===== src/rtl/i2c_tgt_pkg.sv =====
package i2c_tgt_pkg;

  // Default own-address width for the matcher family.
  localparam int unsigned DEF_ADDR_W = 7;

  // Phase of the address transfer as seen by the target.
  typedef enum logic [2:0] {
    PH_IDLE   = 3'd0,  // no start seen since reset
    PH_ADDR   = 3'd1,  // collecting address and direction samples
    PH_RW_END = 3'd2,  // direction sampled, waiting for its period to end
    PH_ACK    = 3'd3,  // acknowledge period, pull-down enabled
    PH_DONE   = 3'd4,  // frame matched and acknowledged
    PH_MUTE   = 3'd5   // frame mismatched, passive until next start
  } phase_e;

endpackage


===== src/rtl/i2c_tgt_own_addr.sv =====
module i2c_tgt_own_addr #(
  parameter int unsigned ADDR_W = i2c_tgt_pkg::DEF_ADDR_W
) (
  input  logic              clk,
  input  logic              rst_n,
  input  logic              load,
  input  logic [ADDR_W-1:0] addr_in,
  output logic [ADDR_W-1:0] addr_q
);

  always_ff @(posedge clk or negedge rst_n) begin
    if (!rst_n) begin
      addr_q <= '0;
    end else if (load) begin
      addr_q <= addr_in;
    end
  end

endmodule


===== src/rtl/i2c_tgt_bit_cmp.sv =====
module i2c_tgt_bit_cmp #(
  parameter int unsigned ADDR_W = i2c_tgt_pkg::DEF_ADDR_W,
  parameter int unsigned CNT_W  = $clog2(ADDR_W + 1)
) (
  input  logic [ADDR_W-1:0] own_addr,
  input  logic [CNT_W-1:0]  bit_idx,
  input  logic              sda,
  input  logic              addr_bit_evt,
  output logic              bit_miss
);

  // Expected level of the sample at position idx (position 0 = MSB).
  function automatic logic expect_bit(input logic [ADDR_W-1:0] a,
                                      input logic [CNT_W-1:0]  idx);
    logic r;
    r = 1'b0;
    for (int unsigned p = 0; p < ADDR_W; p++) begin
      if (int'(idx) == int'(p)) r = a[ADDR_W-1-p];
    end
    return r;
  endfunction

  logic want;

  always_comb begin
    want     = expect_bit(own_addr, bit_idx);
    bit_miss = addr_bit_evt && (sda != want);
  end

endmodule


===== src/rtl/i2c_tgt_seq.sv =====
module i2c_tgt_seq
  import i2c_tgt_pkg::*;
#(
  parameter int unsigned ADDR_W = DEF_ADDR_W,
  parameter int unsigned CNT_W  = $clog2(ADDR_W + 1)
) (
  input  logic             clk,
  input  logic             rst_n,
  input  logic             start,
  input  logic             scl_rise,
  input  logic             scl_fall,
  input  logic             bit_miss,
  output logic [CNT_W-1:0] bit_idx,
  output logic             addr_bit_evt,
  output logic             rw_bit_evt,
  output logic             ack_open_evt,
  output logic             ack_close_evt
);

  localparam logic [CNT_W-1:0] RW_IDX = CNT_W'(ADDR_W);

  phase_e phase_q, phase_d;
  logic [CNT_W-1:0] idx_d;

  // A start cancels any strobe that shares its cycle.
  always_comb begin
    addr_bit_evt  = !start && scl_rise && (phase_q == PH_ADDR) && (bit_idx < RW_IDX);
    rw_bit_evt    = !start && scl_rise && (phase_q == PH_ADDR) && (bit_idx == RW_IDX);
    ack_open_evt  = !start && scl_fall && (phase_q == PH_RW_END);
    ack_close_evt = !start && scl_fall && (phase_q == PH_ACK);
  end

  always_comb begin
    phase_d = phase_q;
    idx_d   = bit_idx;
    if (start) begin
      phase_d = PH_ADDR;
      idx_d   = '0;
    end else if (addr_bit_evt) begin
      idx_d = bit_idx + 1'b1;
      if (bit_miss) phase_d = PH_MUTE;
    end else if (rw_bit_evt) begin
      phase_d = PH_RW_END;
    end else if (ack_open_evt) begin
      phase_d = PH_ACK;
    end else if (ack_close_evt) begin
      phase_d = PH_DONE;
    end
  end

  always_ff @(posedge clk or negedge rst_n) begin
    if (!rst_n) begin
      phase_q <= PH_IDLE;
      bit_idx <= '0;
    end else begin
      phase_q <= phase_d;
      bit_idx <= idx_d;
    end
  end

endmodule


===== src/rtl/i2c_tgt_result.sv =====
module i2c_tgt_result (
  input  logic clk,
  input  logic rst_n,
  input  logic start,
  input  logic sda,
  input  logic bit_miss,
  input  logic rw_bit_evt,
  input  logic ack_open_evt,
  input  logic ack_close_evt,
  output logic ack_drive,
  output logic rw_flag,
  output logic match_ok,
  output logic match_bad
);

  always_ff @(posedge clk or negedge rst_n) begin
    if (!rst_n) begin
      ack_drive <= 1'b0;
      rw_flag   <= 1'b0;
      match_ok  <= 1'b0;
      match_bad <= 1'b0;
    end else if (start) begin
      ack_drive <= 1'b0;
      rw_flag   <= 1'b0;
      match_ok  <= 1'b0;
      match_bad <= 1'b0;
    end else begin
      if (bit_miss)      match_bad <= 1'b1;
      if (rw_bit_evt)    rw_flag   <= sda;
      if (ack_open_evt)  ack_drive <= 1'b1;
      if (ack_close_evt) begin
        ack_drive <= 1'b0;
        match_ok  <= 1'b1;
      end
    end
  end

endmodule


===== src/rtl/i2c_addr_matcher.sv =====
module i2c_addr_matcher #(
  parameter int unsigned ADDR_W = i2c_tgt_pkg::DEF_ADDR_W
) (
  input  logic              clk,
  input  logic              rst_n,
  input  logic              own_addr_load,
  input  logic [ADDR_W-1:0] own_addr_in,
  input  logic              start_pulse,
  input  logic              scl_rise,
  input  logic              scl_fall_dly,
  input  logic              sda_in,
  output logic              ack_drive,
  output logic              rw_flag,
  output logic              match_ok,
  output logic              match_bad
);

  localparam int unsigned CNT_W = $clog2(ADDR_W + 1);

  logic [ADDR_W-1:0] own_addr_q;
  logic [CNT_W-1:0]  bit_idx;
  logic              addr_bit_evt;
  logic              rw_bit_evt;
  logic              ack_open_evt;
  logic              ack_close_evt;
  logic              bit_miss_evt;

  i2c_tgt_own_addr #(.ADDR_W(ADDR_W)) u_own (
    .clk     (clk),
    .rst_n   (rst_n),
    .load    (own_addr_load),
    .addr_in (own_addr_in),
    .addr_q  (own_addr_q)
  );

  i2c_tgt_seq #(.ADDR_W(ADDR_W), .CNT_W(CNT_W)) u_seq (
    .clk           (clk),
    .rst_n         (rst_n),
    .start         (start_pulse),
    .scl_rise      (scl_rise),
    .scl_fall      (scl_fall_dly),
    .bit_miss      (bit_miss_evt),
    .bit_idx       (bit_idx),
    .addr_bit_evt  (addr_bit_evt),
    .rw_bit_evt    (rw_bit_evt),
    .ack_open_evt  (ack_open_evt),
    .ack_close_evt (ack_close_evt)
  );

  i2c_tgt_bit_cmp #(.ADDR_W(ADDR_W), .CNT_W(CNT_W)) u_cmp (
    .own_addr     (own_addr_q),
    .bit_idx      (bit_idx),
    .sda          (sda_in),
    .addr_bit_evt (addr_bit_evt),
    .bit_miss     (bit_miss_evt)
  );

  i2c_tgt_result u_res (
    .clk           (clk),
    .rst_n         (rst_n),
    .start         (start_pulse),
    .sda           (sda_in),
    .bit_miss      (bit_miss_evt),
    .rw_bit_evt    (rw_bit_evt),
    .ack_open_evt  (ack_open_evt),
    .ack_close_evt (ack_close_evt),
    .ack_drive     (ack_drive),
    .rw_flag       (rw_flag),
    .match_ok      (match_ok),
    .match_bad     (match_bad)
  );

endmodule


===== config.mk =====
export PLATFORM = sky130hd
export DESIGN_NAME = i2c_addr_matcher
export DESIGN_NICKNAME = d
export VERILOG_FILES = /design/src/rtl/i2c_tgt_pkg.sv /design/src/rtl/i2c_tgt_own_addr.sv /design/src/rtl/i2c_tgt_bit_cmp.sv /design/src/rtl/i2c_tgt_seq.sv /design/src/rtl/i2c_tgt_result.sv /design/src/rtl/i2c_addr_matcher.sv
export SDC_FILE = /design/constraint.sdc
export NUM_CORES = 1
export LEC_CHECK = 0
export ABC_CLOCK_PERIOD_IN_PS = 5700
export BUFFER_PORTS_ARGS = -buffer_cell sky130_fd_sc_hd__buf_2
export CAP_MARGIN = 20
export CORE_MARGIN = 2
export CORE_UTILIZATION = 42
export CTS_BUF_LIST = sky130_fd_sc_hd__clkbuf_8
export CTS_CLUSTER_SIZE = 28
export DETAILED_ROUTE_END_ITERATION = 7
export PLACE_DENSITY = 0.75
export SLEW_MARGIN = 40
export SYNTH_ARGS = -nofsm -noshare
export SYNTH_HDL_FRONTEND = slang
export SYNTH_HIERARCHICAL = 1
export SYNTH_SLANG_ARGS = --single-unit

===== constraint.sdc =====
create_clock -name clk -period 5.7 [get_ports clk]
set_clock_uncertainty 0.2 [all_clocks]
set_input_delay 1.14 -clock clk [delete_from_list [all_inputs] [get_ports clk]]
set_output_delay 1.14 -clock clk [all_outputs]
set_load 0.05 [all_outputs]

-- Word-level counts from Yosys, hierarchy flattened
Cells that the tools add are included.
- register bits: 17
- input port bits: 14
- output and inout bits: 4
- logic and storage cells: 62
- add/sub/neg operators: 1
- order comparisons: 1
- equality and inequality tests: 12
- muxes and demuxes: 24
- reduce and logical (&&, ||, !) cells: 17
- operator list (cell ; number):
    3-bit two-way mux ; 8
    1-bit two-way mux ; 16
    3-bit == test (second input constant) ; 5
    3-bit by 2-bit == test with 1-bit output (second input constant) ; 4
    1-bit logical AND ; 8
    2-bit nonzero test ; 4
    5-bit nonzero test ; 1
    3-bit by 1-bit adder with 3-bit output (second input constant) ; 1
    3-bit by 1-bit == test with 1-bit output (second input constant) ; 1
    3-bit zero test ; 1
    3-bit less-than comparator (second input constant) ; 1
    3-bit inequality test (second input constant) ; 1
    3-bit nonzero test ; 1
    2-bit AND reduction ; 1
    1-bit zero test ; 1
    1-bit inequality test ; 1

-- Longest topological paths before layout
Gate-level depths: netlist of run 1.
- depth after elaboration: 13
- gate-level depth with buffers: 8

-- Modules after synthesis
The synthesis of run 1 kept the hierarchy.
- by module, submodules not included (module ; times used ; cells each ; area an instance (sq um) ; sequential area each (sq um)):
    i2c_tgt_seq ; 1 ; 36 ; 406.6 ; 150.1
    i2c_tgt_own_addr ; 1 ; 15 ; 291.5 ; 175.2
    i2c_tgt_result ; 1 ; 12 ; 142.6 ; 100.1
    i2c_tgt_bit_cmp ; 1 ; 10 ; 87.6 ; 0.0

-- Worst setup path before layout of run 1
Ideal clock, no wire load.
- kind: input port to flip-flop
- start: input start_pulse
- end: register u_seq.phase_q[1]
- setup time: 119 ps
- arrival: 2873 ps
- slack: 2509 ps
- cell stages on the path: 8
- buffers on the path: 1
- path through: buf_6 or4b_4 nor3_4 nand2_1 mux2i_1 nor4_1 or2_2 a21o_2
- longest elaborated chain between the ends: 7
- elaborated cells on any way between the ends: 16
- classes of those cells: eq/ne: 1; mux: 4; reduce/logical: 11
- RTL lines (item ; line ; RTL):
    start: declaration ; i2c_addr_matcher.sv:8 ; input logic start_pulse,
    1-bit zero test ; i2c_tgt_seq.sv:27 ; addr_bit_evt = !start && scl_rise && (phase_q == PH_ADDR) && (bit_idx < RW_IDX);
    1-bit logical AND (3 in a row) ; i2c_tgt_seq.sv:27 ;
    net addr_bit_evt ; i2c_addr_matcher.sv:22 ; logic addr_bit_evt;
    1-bit logical AND ; i2c_tgt_bit_cmp.sv:27 ; bit_miss = addr_bit_evt && (sda != want);
    net bit_miss_evt ; i2c_addr_matcher.sv:26 ; logic bit_miss_evt;
    3-bit inequality test (no line) ; n/a ;
    2-bit AND reduction (no line) ; n/a ;
    end signal: assignment ; i2c_tgt_seq.sv:56 ; phase_q <= phase_d;
    end: declaration ; i2c_tgt_seq.sv:22 ; phase_e phase_q, phase_d;
The timed path passes the listed nets, and every way through them passes these cells.
A chain may end at the register's enable or synchronous reset.

-- Final worst setup path of run 1
Same ends and word-level chain as after synthesis.

==> results_dict.tcl, run 1 <==
set metrics [dict create \
    status "finished, final reports clean" \
    cts_buffers 3 \
    period_share 0.565 \
    cp.required_ns 5.65 \
    grt_antenna_before_repair 0 \
    cp_slowest_stage_delay_ns 0.57 \
    tritoncts "done" \
    setup.worst_path.end_class "register" \
    rsz0062_at_grt "no" \
    io_buffer_count 17 \
    path_class "primary input to register" \
    finalSetupViolations 0 \
    cp_top_family "simple AND/OR/NAND/NOR gates" \
    highest_layer "met4" \
    ys_seq_area_frac 0.458 \
    row_count 17 \
    setup_tns_ns 0 \
    slew_headroom 0.714 \
    synth_cells 73 \
    fp.dieW_um 51.0 \
    synth_top_family_by_area "simple AND/OR/NAND/NOR gates" \
    grt_max_degree 18 \
    cp_slowest_cell "or4b_4" \
    worst-path-buf-inv 1 \
    start_util 0.432 \
    arrival_ns 3.17 \
    synthAdderAreaFrac 0.0270 \
    ctsHtreeMaxLevel 1 \
    vias 654 \
    placed_area_um2 1030 \
    fmax_mhz 310 \
    dr.pass1.iters 6 \
    cts-root-buf "clkbuf_8" \
    maxCapViolations 0 \
    die_h_um 51.0 \
    worstHoldPathType "register to register" \
    ys.flop_type "dfrtp_1" \
    p_leak_nw 0.507 \
    netlist_top_cells_count "dfrtp_1 (17), mux2_4 (7), nor2_1 (7), mux2i_1 (5), o21ai_0 (4)" \
    place.gp.congestion 0.770 \
    postCtsHoldBufs 0 \
    viasPerCell 5.45 \
    async_flop_share 1.00 \
    track_usage 0.163 \
    power_density_nw_per_um2 243 \
    gr-total-overflow 0 \
    cts_resized 0 \
    path_clk_slew_ns 0.06 \
    synth.distinct_cells 33 \
    synth_top_area_share 0.458 \
    cp_max_fo 13 \
    area_growth_pct 15.4 \
    drt_iter0_drc 18 \
    cts_max_path_buffers 2 \
    wl_met2_um 926 \
    synth.mux.area_fraction 0.179 \
    clock-sinks 17 \
    route.detailed.drc 0 \
    period_minus_slack_ns 3.22 \
    wl_per_cell_um 15.3 \
    synth_xor_area_frac 0 \
    die_area_um2 2600 \
    grt_pass1_wl_um 3090 \
    num_antenna_cells 0 \
    postLayoutCellArea_um2 1070 \
    totalWireLength_um 1830 \
    clkLatencyLatePin_ns 0.26 \
    synth_edf_count 0 \
    syn_nets 89 \
    setup.worst_path.start_class "primary input" \
    drtAntennaViolNets 0 \
    grt_pass1_vias 685 \
    hold_violations 0 \
    drv_slew 0 \
    drt-met1-wl_um 837 \
    ir_drop_uv 152 \
    wl_met3_um 39 \
    synthMostInstantiatedCell "dfrtp_1" \
    boundaryPins 18 \
    synth_compound_area_frac 0.125 \
    synth_area_um2 928 \
    avgSynthCellArea_um2 12.7 \
    synth_warnings 6 \
    synth_area_leaders "dfrtp_1 (46%), mux2_4 (11%), mux2i_1 (5.4%)" \
    drive_gt1_frac 0.424 \
    ys_ff_latch 17 \
    core_um2 2150 \
    final_nets 109 \
    final_cell_count_no_fill 120 \
    cts_setup_buffers 0 \
    dp_hpwl_um 1340 \
    yosysTopAreaCell "dfrtp_1" \
    worstMarginPinSlew_ns 0.425 \
    synthSimpleGateAreaFrac 0.182 \
    path_cells "buf_2 > or4b_4 > nor3_4 > nand2_1 > mux2i_1 > nor4_1 > or2_2 > a21o_2" \
    dp_cells 116 \
]
stage by stage:
step	setup slack, ns	util	total power [W]	hold slack (ns)
5_1_grt	2.34	0.499	0.000272	0.332
2_1_floorplan	2.51	-	0.000162	0.276
3_3_place_gp	2.36	0.478	0.000172	0.282
6_report	2.48	0.499	0.000261	0.295
4_1_cts	2.48	0.499	0.000262	0.300
3_5_place_dp	2.22	0.478	0.000174	0.286
worst reg2reg max path, cell delays in order, from the launching register on:
cell and delay, ns:
dfrtp_1 0.42, or4b_4 0.59, nor3_4 0.28, nand2_1 0.09, mux2i_1 0.23, nor4_1 0.13
or2_2 0.32, a21o_2 0.21
sequential cells by signal, summed over array words and instances (netlist names):
signal	cells
u_res/rw_flag	1
u_seq/bit_idx	3
u_res/match_bad	1
u_own/addr_q	7
u_seq/phase_q	3
u_res/match_ok	1
u_res/ack_drive	1
layout by cell type (no fill, tap or decap), types with 2 or more instances in the layout:
cell	count
a21oi_1	2
and3_1	2
buf_2	17
clkbuf_8	3
dfrtp_1	17
ha_1	2
inv_1	2
mux2_4	7
mux2i_1	5
nand2_1	2
nor2_1	7
o21ai_0	4
cell type report:
type / count / area, um2
multi-input combinational: 53 / 477
tap: 28 / 35.0
fill: 202 / 1080
clock inverter: 1 / 3.75
clock buffer: 3 / 41.3
inverter: 1 / 3.75
sequential: 17 / 425
timing repair buffer: 17 / 85.1
power breakdown:
group / internal (W) / leakage, nW / total, W / switching (W)
clock: 0.0000479 / 0.0269 / 0.0000885 / 0.0000407
sequential: 0.000128 / 0.218 / 0.000135 / 0.00000677
combinational: 0.0000200 / 0.262 / 0.0000368 / 0.0000169
per-layer routing:
metal,vias to the layer above,global-route usage
li1,308,-
met1,331,0.211
met2,12,0.260
met3,3,0.0205
met4,0,0.0991
met5,-,0
cell families (layout without fill, tap and decap cells):
family	after synthesis	after routing
muxes	13	13
and+or+nand+nor	24	24
buffers and inverters	3	22
adders and majority gates	2	2
DFF	17	17
AOI/OAI and AO/OA	14	14
path summary, 6_finish.rpt:
path	cells after the start	endpoint	slack [ns]	start
worst max register to register	7	u_seq/phase_q[1]	3.12	u_seq/phase_q[1]
min in group asynchronous	1	u_own/addr_q[0]	0.60	rst_n
max in group asynchronous	1	u_seq/phase_q[1]	4.43	rst_n
worst max-delay path	8	u_seq/phase_q[1]	2.48	start_pulse
worst min register to register	2	u_res/match_ok	0.30	u_res/match_ok
worst min-delay path	2	u_res/match_ok	0.30	u_res/match_ok
No activity file was read; power rests on OpenSTA's default activity.
==> inputs of run 2 (changes only) <==
ABC_AREA = 1   (was unset)
ABC_CLOCK_PERIOD_IN_PS = 3100   (was 5700)
clock period = 3.1 ns   (was 5.7 ns; I/O delays follow)
==> results_dict.tcl, run 2 <==
set metrics [dict create \
    finalSetupViolations 0 \
    grt_max_degree 18 \
    synthMostInstantiatedCell "nand2_1" \
    boundaryPins 18 \
    arrival_ns 1.80 \
    setup.worst_path.end_class "register" \
    power_density_nw_per_um2 444 \
    postCtsHoldBufs 0 \
    fill_cells 232 \
    core_um2 2150 \
    place.gp.congestion 0.846 \
    final_nets 161 \
    worstReg2RegStart "u_seq/bit_idx[0]" \
    period_share 0.598 \
    grt_pass1_wl_um 3070 \
    worstHoldPathType "primary input to async pin" \
    setup.worst_path.start_class "register" \
    hold-worst-slack_ns 0.0713 \
    ys_ff_latch 17 \
    path_class "register to register" \
    final_cell_mix "nand2_1 (46), buf_2 (17), dfrtp_1 (17)" \
    cp_max_fo 9 \
    drive_gt1_frac 0.257 \
    drv_slew 0 \
    yosysTopAreaCell "dfrtp_1" \
    hold_violations 0 \
    drt_iter0_drc 7 \
    cp.required_ns 3.05 \
    ctsHtreeMaxLevel 1 \
    row_count 17 \
    track_usage 0.159 \
    clock-sinks 17 \
    ir_drop_uv 242 \
    start_util 0.435 \
    p_leak_nw 0.619 \
    tritoncts "done" \
    r2r_end "u_seq/phase_q[2]" \
    status "finished, final reports clean" \
    synth_area_leaders "dfrtp_1 (46%), nand2_1 (18%), nor2_1 (5.2%)" \
    route.detailed.drc 0 \
    worstMarginPinSlew_ns 0.371 \
    largest_reg_flops 7 \
    drtAntennaViolNets 0 \
    netlist_top_cells_count "nand2_1 (46), dfrtp_1 (17), nor2_1 (13), inv_1 (10), nand3_1 (9)" \
    async_flop_share 1.00 \
    synth_cells 124 \
    ys.flop_type "dfrtp_1" \
    synth_area_um2 935 \
    r2r_setup_slack_ns 1.25 \
    viasPerCell 4.52 \
    cts-root-buf "clkbuf_8" \
    layout_setup_ws_ns 1.25 \
    vias 778 \
    die_h_um 51.2 \
    synth.distinct_cells 20 \
    maxCapViolations 0 \
    cts_buffers 3 \
    gr-total-overflow 0 \
    period_minus_slack_ns 1.85 \
    cts_setup_buffers 0 \
    r2r_cells 11 \
    area_growth_pct 16.5 \
    setup_tns_ns 0 \
    fp.dieW_um 51.2 \
    die_area_um2 2620 \
    wl_per_cell_um 9.49 \
    cts_resized 0 \
    fmax_mhz 540 \
    dr.pass1.iters 4 \
    num_antenna_cells 0 \
    ys_seq_area_frac 0.455 \
    path_clk_slew_ns 0.07 \
    cts_max_path_buffers 2 \
    regMostFlops "u_own/addr_q" \
    grt_antenna_before_repair 0 \
    grt_pass1_vias 759 \
    clkLatencyLatePin_ns 0.25 \
    totalWireLength_um 1630 \
    synth_warnings 6 \
    syn_nets 140 \
    synth_edf_count 0 \
    dp_slack_ns 0.983 \
    io_buffer_count 17 \
    avgSynthCellArea_um2 7.54 \
    slew_headroom 0.752 \
    dp_hpwl_um 1300 \
    synth_top_area_share 0.455 \
    layout_commonest_cell "nand2_1" \
    rsz0062_at_grt "no" \
    top_regs "u_own/addr_q: 7 flops, u_seq/bit_idx: 3 flops, u_seq/phase_q: 3 flops" \
]
## run 2: cell count changes in the layout (fill, tap and decap cells not counted), sizes merged, moves of 2 or more
cell   previous run  this run
and3              2         0
mux2i             5         0
nor3              3         0
inv               2        16
mux2              8         0
nand3             0        12
nor2              7        17
nand2             2        51
o21ai             4         2
## run 2: per-stage QoR
stage                     cells   util  instance area, um2  total power [W]
after CTS                   172  0.507                1090         0.000492
after detailed placement    168  0.486                1040         0.000325
after global routing        172  0.507                1090         0.000515
after global placement      168  0.486                1040         0.000324
final                       172  0.507                1090         0.000484
after floorplan             124      -                 935         0.000302
## run 2: layout make-up
| type | count | area [um2] | share of cell area |
|---|---|---|---|
| tap | 28 | 35.0 | 0.0322 |
| sequential | 17 | 425 | 0.391 |
| clock buffer | 3 | 41.3 | 0.0379 |
| timing repair buffer | 17 | 85.1 | 0.0782 |
| clock inverter | 1 | 3.75 | 0.00345 |
| inverter | 16 | 60.1 | 0.0552 |
| multi-input combinational | 90 | 438 | 0.402 |
## run 2: how the worst max path moves through the flow
stage	startpoint	to	slack, ns	depth (start not counted)
after floorplan	start_pulse	u_seq/phase_q[2]	1.26	11
after global placement	start_pulse	u_seq/phase_q[0]	1.05	12
after detailed placement	start_pulse	u_seq/phase_q[2]	0.98	12
after CTS	u_seq/bit_idx[0]	u_seq/phase_q[1]	1.25	11
after global routing	u_seq/bit_idx[0]	u_seq/phase_q[0]	1.05	11
final	u_seq/bit_idx[0]	u_seq/phase_q[2]	1.25	11
## run 2: power by group
group           total, W  internal (W)  switching (W)
sequential      0.000250      0.000236      0.0000134
combinational  0.0000709     0.0000270      0.0000440
clock           0.000163     0.0000880      0.0000753
total           0.000484      0.000351       0.000133
## run 2: cells by family after synthesis
logic type / after synthesis / share of synthesized area
AO/OA/AOI/OAI: 4 / 0.0214
adder cells (fa/ha/maj): 2 / 0.0268
buffers and inverters: 17 / 0.0763
flip-flops: 17 / 0.455
AND/OR/NAND/NOR: 84 / 0.420
## run 2: per-layer routing
metal  vias to the layer above  wire length (um)  track usage
li1                        419                 -            -
met1                       338               722        0.172
met2                        18               795        0.288
met3                         3                96       0.0526
met4                         0                19       0.0541
met5                         -                 0            0
## run 2: critical path, cell delays in order (launching register included)
cell	delay, ns
dfrtp_1	0.54
inv_2	0.07
or2_0	0.21
nand2_1	0.08
nand2_2	0.06
nand3_2	0.07
nand2_1	0.05
nor2_1	0.11
nand3b_1	0.17
nand2_2	0.08
nand2_1	0.06
nand2_1	0.05
==> inputs of run 3 (changes only) <==
ABC_AREA = 0   (was 1)
ABC_CLOCK_PERIOD_IN_PS = 1690   (was 3100)
PLACE_DENSITY = 0.78   (was 0.75)
clock period = 1.69 ns   (was 3.1 ns; I/O delays follow)
==> results_dict.tcl, run 3 (synthesis gave the netlist of run 1 again) <==
set metrics [dict create \
    path_class "register to register" \
    postLayoutCellArea_um2 1350 \
    die_h_um 51.0 \
    tritoncts "done" \
    setup.worst_path.start_class "register" \
    vias 783 \
    final_cell_count_no_fill 148 \
    final_cell_mix "buf_4 (23), buf_2 (17), dfrtp_1 (16)" \
    combPwrFrac 0.217 \
    placed_area_um2 1170 \
    gr-total-overflow 0 \
    dr.pass1.iters 4 \
    grt_pass1_wl_um 3750 \
    switching_share 0.256 \
    io_buffer_count 17 \
    hold_violations 0 \
    track_usage 0.202 \
    worstHoldPathType "primary input to register" \
    p_switching_w 0.000249 \
    drtAntennaViolNets 0 \
    drt_iter0_drc 20 \
    setup.worst_path.end_class "register" \
    ir_drop_uv 594 \
    num_antenna_cells 0 \
    drv_slew 0 \
    start_util 0.432 \
    route.detailed.drc 0 \
    top_regs "u_own/addr_q: 7 flops, u_seq/bit_idx: 3 flops, u_seq/phase_q: 3 flops" \
    path_clk_slew_ns 0.07 \
    clock-sinks 17 \
    place.gp.congestion 0.905 \
    rsz0062_at_grt "yes" \
    layout_commonest_cell "buf_4" \
    totalWireLength_um 2260 \
    dp_cells 135 \
    power_density_nw_per_um2 724 \
    p_seq_frac 0.466 \
    area_growth_pct 44.9 \
    core_um2 2150 \
    viasPerCell 5.29 \
    status "finished, violations left" \
    finalSetupViolations 8 \
    largest_reg_flops 7 \
    dp_hpwl_um 1470 \
    drive_gt1_frac 0.625 \
    arrival_ns 2.19 \
    wl_per_cell_um 15.3 \
    worstMarginPinSlew_ns 0.371 \
    violations "setup timing" \
    cts-root-buf "clkbuf_8" \
    regMostFlops "u_own/addr_q" \
    row_count 17 \
    cts_buffers 3 \
    p_leak_nw 0.653 \
    grt_max_degree 18 \
    hold-worst-slack_ns 0.112 \
    period_share 1.33 \
    cts_max_path_buffers 2 \
    final_nets 137 \
    maxCapViolations 0 \
    ctsHtreeMaxLevel 1 \
    power.internal_w 0.000725 \
    period_minus_slack_ns 2.25 \
    grt_pass1_vias 819 \
    clkLatencyLatePin_ns 0.25 \
    cp_max_fo 3 \
    die_area_um2 2600 \
    power_frac_clock 0.317 \
    grt_antenna_before_repair 0 \
    layout_setup_ws_ns -0.558 \
    fp.dieW_um 51.0 \
    cp.required_ns 1.64 \
    boundaryPins 18 \
    fmax_mhz 445 \
    slew_headroom 0.753 \
]
## run 3: cell type report
cell class | instances | area [um2]
well taps | 28 | 35.0
flip-flops and latches | 17 | 427
fillers | 167 | 803
inverters | 1 | 3.75
multi-input cells | 53 | 520
clock buffers | 3 | 41.3
clock inverters | 1 | 5.00
repair buffers | 45 | 313
## run 3: metal layers
metal / up-vias / global-route usage / routed length, um
met5: - / 0 / 0
met4: 0 / 0.140 / 98
met3: 10 / 0.0497 / 102
met2: 27 / 0.301 / 1080
met1: 379 / 0.255 / 981
li1: 367 / - / -
## run 3: worst max-delay path: stages, from the launching register on
cell     delay (ns)
dfrtp_1        0.40
or4b_4         0.55
nor3_4         0.16
nand2_1        0.10
mux2i_2        0.21
nor4_2         0.08
or2_4          0.25
a21o_2         0.19
## run 3: path summary, 6_finish.rpt
kind	startpoint	to	slack, ns	cells past startpoint
worst min register to register	u_res/match_ok	u_res/match_ok	0.30	2
worst max register to register	u_seq/phase_q[2]	u_seq/phase_q[1]	-0.56	7
max in group asynchronous	rst_n	u_seq/phase_q[0]	0.68	2
worst max-delay path	u_seq/phase_q[2]	u_seq/phase_q[1]	-0.56	7
min in group asynchronous	rst_n	u_seq/phase_q[1]	0.33	2
worst min-delay path	own_addr_in[6]	u_own/addr_q[6]	0.11	2
## run 3: through the flow
stage	worst slack, ns	total power [W]	setup TNS (ns)	util
2_1_floorplan	-0.547	0.000548	-1.65	-
3_3_place_gp	-0.518	0.000620	-2.00	0.545
3_5_place_dp	-0.619	0.000627	-2.51	0.545
4_1_cts	-0.571	0.000959	-2.33	0.609
5_1_grt	-0.638	0.00101	-3.27	0.626
6_report	-0.558	0.000974	-2.55	0.626
## run 3: timing repair
| action | CTS | global route |
|---|---|---|
| gates resized for setup | 10 | 6 |
| endpoints found under the hold margin | 17 | 0 |
| hold buffers | 1 | 0 |
| setup buffers | 9 | 4 |
| setup endpoints to repair | 7 | 8 |
| pin swaps | 8 | 10 |
## run 3: power groups by stage
stage	clock (W)	sequential [W]	combinational, W
global placement	0	0.000458	0.000162
global route	0.000329	0.000458	0.000226
CTS	0.000316	0.000453	0.000190
floorplan	0	0.000459	0.0000894
finish	0.000309	0.000454	0.000211
detailed placement	0	0.000460	0.000167
